[src/rtl/tbdiv_pkg.sv]
package tbdiv_pkg;
   localparam int REF_HZ = 32768;

   typedef struct packed {
      logic wd;
      logic sec;
      logic dec;
   } tick_t;

   function automatic int tap_hz(input int tap);
      return REF_HZ >> (tap + 1);
   endfunction
endpackage

[src/rtl/tbdiv_chain.sv]
module tbdiv_chain #(
   parameter int CNT_W = 15
) (
   input  logic             clk,
   input  logic             rst_n,
   input  logic             clr_i,
   output logic [CNT_W-1:0] cnt_o
);
   logic [CNT_W-1:0] cnt_q;

   always_ff @(posedge clk or negedge rst_n) begin
      if (!rst_n)     cnt_q <= '0;
      else if (clr_i) cnt_q <= '0;
      else            cnt_q <= cnt_q + 1'b1;
   end

   assign cnt_o = cnt_q;


   inc_step_chk: assert property (@(posedge clk) disable iff (!rst_n)
      !clr_i |=> cnt_q == CNT_W'($past(cnt_q) + 1'b1));


   clr_zero_chk: assert property (@(posedge clk) disable iff (!rst_n)
      clr_i |=> cnt_q == '0);
endmodule

[src/rtl/tbdiv_rise.sv]
module tbdiv_rise #(
   parameter int TAP    = 10,
   parameter bit DECODE = 1'b1
) (
   input  logic         clk,
   input  logic         rst_n,
   input  logic [TAP:0] low_i,
   output logic         tick_o
);
   if (TAP < 1) begin : g_bad_tap
      $error("tbdiv_rise: TAP must be at least 1");
   end

   if (DECODE) begin : g_decode
      localparam logic [TAP:0] HIT = {1'b1, {TAP{1'b0}}};
      assign tick_o = (low_i == HIT);
   end else begin : g_prev
      logic prev_q;
      always_ff @(posedge clk or negedge rst_n) begin
         if (!rst_n) prev_q <= 1'b0;
         else        prev_q <= low_i[TAP];
      end
      assign tick_o = low_i[TAP] & ~prev_q;
   end


   tick_single_chk: assert property (@(posedge clk) disable iff (!rst_n)
      tick_o |=> !tick_o);
endmodule

[src/rtl/tbdiv_decade.sv]
module tbdiv_decade #(
   parameter int RATIO = 10
) (
   input  logic clk,
   input  logic rst_n,
   input  logic clr_i,
   input  logic step_i,
   output logic wrap_o
);
   localparam int DW = (RATIO > 2) ? $clog2(RATIO) : 1;
   localparam logic [DW-1:0] LAST = DW'(RATIO - 1);

   logic [DW-1:0] dcnt_q;

   always_ff @(posedge clk or negedge rst_n) begin
      if (!rst_n)       dcnt_q <= '0;
      else if (clr_i)   dcnt_q <= '0;
      else if (step_i)  dcnt_q <= (dcnt_q == LAST) ? '0 : dcnt_q + 1'b1;
   end

   assign wrap_o = step_i && (dcnt_q == LAST);


   dec_range_chk: assert property (@(posedge clk) disable iff (!rst_n)
      dcnt_q <= LAST);


   dec_hold_chk: assert property (@(posedge clk) disable iff (!rst_n)
      (!step_i && !clr_i) |=> $stable(dcnt_q));


   dec_clr_chk: assert property (@(posedge clk) disable iff (!rst_n)
      clr_i |=> dcnt_q == '0);
endmodule

[src/rtl/tbdiv_top.sv]
module tbdiv_top #(
   parameter int CNT_W       = 15,
   parameter int WD_TAP      = 10,
   parameter int SEC_TAP     = 14,
   parameter int CAP_LO_TAP  = 6,
   parameter int CAP_N       = 4,
   parameter int DEC_RATIO   = 10,
   parameter bit TICK_DECODE = 1'b1
) (
   input  logic             clk_ref,
   input  logic             rst_n,
   input  logic             clr_i,
   output logic [CNT_W-1:0] taps_o,
   output logic             wd_lvl_o,
   output logic [CAP_N-1:0] cap_taps_o,
   output logic             tick_wd_o,
   output logic             tick_sec_o,
   output logic             tick_dec_o
);
   import tbdiv_pkg::*;

   localparam int CAP_HI_TAP = CAP_LO_TAP + CAP_N - 1;

   if (WD_TAP < 1 || WD_TAP >= CNT_W || SEC_TAP < 1 || SEC_TAP >= CNT_W) begin : g_bad_tick
      $error("tbdiv_top: tick taps outside the counter");
   end
   if (CAP_HI_TAP >= CNT_W || CAP_LO_TAP < 0) begin : g_bad_cap
      $error("tbdiv_top: capture taps outside the counter");
   end
   if (DEC_RATIO < 2) begin : g_bad_ratio
      $error("tbdiv_top: decade ratio must be at least 2");
   end

   logic [CNT_W-1:0] cnt;
   tick_t            ticks;

   tbdiv_chain #(.CNT_W(CNT_W)) u_chain (
      .clk   (clk_ref),
      .rst_n (rst_n),
      .clr_i (clr_i),
      .cnt_o (cnt)
   );

   tbdiv_rise #(.TAP(WD_TAP), .DECODE(TICK_DECODE)) u_rise_wd (
      .clk    (clk_ref),
      .rst_n  (rst_n),
      .low_i  (cnt[WD_TAP:0]),
      .tick_o (ticks.wd)
   );

   tbdiv_rise #(.TAP(SEC_TAP), .DECODE(TICK_DECODE)) u_rise_sec (
      .clk    (clk_ref),
      .rst_n  (rst_n),
      .low_i  (cnt[SEC_TAP:0]),
      .tick_o (ticks.sec)
   );

   tbdiv_decade #(.RATIO(DEC_RATIO)) u_decade (
      .clk    (clk_ref),
      .rst_n  (rst_n),
      .clr_i  (clr_i),
      .step_i (ticks.wd),
      .wrap_o (ticks.dec)
   );

   for (genvar i = 0; i < CAP_N; i++) begin : g_cap
      assign cap_taps_o[i] = cnt[CAP_HI_TAP - i];
   end

   assign taps_o     = cnt;
   assign wd_lvl_o   = cnt[WD_TAP];
   assign tick_wd_o  = ticks.wd;
   assign tick_sec_o = ticks.sec;
   assign tick_dec_o = ticks.dec;


   dec_with_wd_chk: assert property (@(posedge clk_ref) disable iff (!rst_n)
      tick_dec_o |-> tick_wd_o);


   clr_quiet_chk: assert property (@(posedge clk_ref) disable iff (!rst_n)
      clr_i |=> (!tick_wd_o && !tick_sec_o && !tick_dec_o));


   wd_level_chk: assert property (@(posedge clk_ref) disable iff (!rst_n)
      $rose(tick_wd_o) |-> wd_lvl_o);
endmodule

[config.mk]
export PLATFORM = sky130hd
export DESIGN_NAME = tbdiv_top
export DESIGN_NICKNAME = d
export VERILOG_FILES = /design/src/rtl/tbdiv_pkg.sv /design/src/rtl/tbdiv_chain.sv /design/src/rtl/tbdiv_rise.sv /design/src/rtl/tbdiv_decade.sv /design/src/rtl/tbdiv_top.sv
export SDC_FILE = /design/constraint.sdc
export NUM_CORES = 1
export LEC_CHECK = 0
export BUFFER_PORTS_ARGS = -buffer_cell sky130_fd_sc_hd__buf_2
export CAP_MARGIN = 20
export CORE_ASPECT_RATIO = 1.2
export CORE_UTILIZATION = 40
export CTS_BUF_LIST = sky130_fd_sc_hd__clkbuf_8
export DETAILED_ROUTE_END_ITERATION = 7
export MAX_ROUTING_LAYER = met4
export PLACE_DENSITY = 0.6
export SYNTH_ARGS = -nofsm -noshare
export SYNTH_HDL_FRONTEND = slang
export SYNTH_SLANG_ARGS = --single-unit
[constraint.sdc]
create_clock -name clk_ref -period 5.11 [get_ports clk_ref]
set_input_delay 0.511 -clock clk_ref [delete_from_list [all_inputs] [get_ports clk_ref]]
set_output_delay 0.511 -clock clk_ref [all_outputs]
set_load 0.02 [all_outputs]
==> impl_metrics.yaml <==
run_status:
  outcome: "complete, no violations"
yosys:
  synth_area_leaders: "dfrtp_1 (46%), xnor2_1 (7.6%), ha_1 (4.8%)"
  syn_avg_cell_area_um2: 9.45
  yosysTopAreaCell: "dfrtp_1"
  syn_nets: 117
  yosysUniqueCellTypes: 22
  synth_area_um2: 1040
  synth_seq_cells: 19
  ys.flop_type: "dfrtp_1"
  synth-warning-count: 0
  synthCells: 110
  async_flop_share_pct: 100
  ys_seq_area_share_pct: 45.7
  synth_top_area_share_pct: 45.7
  synth-edff-count: 0
setup_path:
  cp.arrival_ns: 1.66
  cp.required_ns: 4.60
  slowest_delay_ns: 0.43
  worst_setup_path_start_kind: "register"
  cp-end-kind: "output pin"
  critical_path_class: "register to output pin"
  cp_top_family: "simple AND/OR/NAND/NOR gates"
  path_max_fanout: 10
  critPathBufInv: 2
  crit_chain: "inv_1 > ha_1 > nor4b_4 > nand4_4 > nor2b_1 > buf_2"
  cpMaxStageDelayCell: "dfrtp_1"
floorplanning:
  floorplan.die_area_um2: 2810
  die_y_um: 57.9
  io_pins: 26
  start_util_pct: 43.7
  fp-row-count: 19
  die_w_um: 48.5
  core_area_um2: 2380
sta:
  setup_ws_ns: 2.94
  maxSlewHeadroom_pct: 72.2
  maxSlewViolCount: 0
  fmax_mhz: 460
  min_period_ns: 2.17
  setup_tns_ns: 0
  max_slew.worst_pin.slew_ns: 0.414
  timing.hold.ws_ns: 0.188
  skew_ns: 0.00122
  period_share_pct: 42.5
  hold_viol_final: 0
  setup-violations-final: 0
  rsz0062_at_grt: "false"
power:
  seqPwrFrac_pct: 56.4
  p_clk_share_pct: 37.0
  switchingPower_uw: 62.4
  switching_share_pct: 22.7
  peakVddDrop_mv: 0.119
  power_density_nw_per_um2: 229
  p_comb_share_pct: 6.6
  internal_power_uw: 213
  p_leak_nw: 0.557
clock_network:
  clk_pin_slew_worst_paths_ns: 0.07
  h-tree-depth: 1
  cts_sinks: 19
  ctsResizeCount: 0
  cts_made_buffers: 3
  cts_setup_buffers: 0
  cts_tree: "built"
  clk-insertion-delay-late_ns: 0.25
  cts_max_path_buffers: 2
  hold_buffers: 0
  cts-root-buf: "clkbuf_8"
drt:
  drt_iter0_drc: 5
  wl_per_cell_um: 12.5
  via_count: 819
  route.detailed.drc: 0
  ant_nets: 0
  drtPass1Iterations: 3
  vias_per_cell: 5.06
  wl_um: 2020
finish:
  num-fill-cells: 240
  area_growth_pct: 15.5
  drive_gt1_share_pct: 23.7
  final_common_cell: "buf_2"
  diodes: 0
  final_nets: 139
  most-common-layout-cells: "buf_2 (25), dfrtp_1 (19), nor2_1 (13)"
  fin_area_um2: 1200
  final_cells: 162
min_path:
  hp-class: "primary input to asynchronous set/reset pin"
grt:
  grt_pass1_wl_um: 3520
  grt_start_max_net_pins: 20
  grt-ovfl-total: 0
  antenna_found_initial: 0
  gr-usage-all-layers_pct: 16.9
  first_global_vias: 772
place:
  pre_cts_ws_ns: 3.19
  gp_congestion: 0.750
  port_buffers: 25
  post_dp_cell_area_um2: 1150
  dp_cells: 158
  hpwl_um: 1490
job:
  max_cap_viol_count: 0
[cell type report]
class                      count  area, um2  area share (%)
clock inverter                 1       5.00           0.417
timing repair buffer          25        125            10.4
tap                           31       38.8            3.23
inverter                       7       26.3            2.19
sequential                    19        475            39.6
clock buffer                   3       41.3            3.44
multi-input combinational     76        489            40.7
[power groups by stage]
stage	Clock [mW]	Sequential, mW	Combinational [mW]
floorplan	0	0.160	0.00887
global placement	0	0.158	0.0185
detailed placement	0	0.158	0.0186
CTS	0.105	0.155	0.0187
global route	0.111	0.155	0.0202
finish	0.102	0.155	0.0180
[cell families (layout without fill, tap and decap cells)]
group / after synthesis / after routing / synth area share (%)
adder cells (fa/ha/maj): 4 / 4 / 4.81
AO/OA/AOI/OAI: 10 / 10 / 4.81
flip-flops: 19 / 19 / 45.7
buffers and inverters: 15 / 36 / 7.22
AND/OR/NAND/NOR: 51 / 51 / 28.2
XOR/XNOR: 11 / 11 / 9.27
[synthesized netlist by cell type, drive strengths merged (4+ instances only)]
cell type and number:
o21ai 4, dfrtp 19, or3 5, nand3 6, nor4 5, a21oi 6, ha 4, buf 6
nor3 6, xnor2 9, nor2 13, inv 7, nand4 4, nand2 6
[routing by layer]
layer | global-route usage [%] | wire length (um)
met1 | 21.6 | 953
met4 | 6.30 | 20
met3 | 3.41 | 57
met2 | 26.8 | 987
met5 | - | 0
[metrics by stage]
step,util [%],power (mW)
floorplan,-,0.169
global placement,48.6,0.176
detailed placement,48.6,0.177
CTS,50.5,0.279
global route,50.5,0.287
finish,50.5,0.275
[registers in the layout (all words and copies together) (netlist names)]
name,count
u_decade.dcnt_q,4
u_chain.cnt_o,15
[final timing paths]
kind	to	startpoint	cells past startpoint	slack, ns
setup / recovery	tick_dec_o	u_chain.cnt_o[0]$_DFF_PN0_	6	2.94
hold / removal	u_chain.cnt_o[2]$_DFF_PN0_	rst_n	1	0.19
setup reg to reg	u_decade.dcnt_q[2]$_DFFE_PN0P_	u_chain.cnt_o[0]$_DFF_PN0_	6	3.29
min in group clk_ref	u_chain.cnt_o[0]$_DFF_PN0_	u_chain.cnt_o[0]$_DFF_PN0_	1	0.52
max in group asynchronous	u_chain.cnt_o[9]$_DFF_PN0_	rst_n	1	4.63
hold reg to reg	u_chain.cnt_o[0]$_DFF_PN0_	u_chain.cnt_o[0]$_DFF_PN0_	1	0.52
Power figures use the tool's default switching activity.
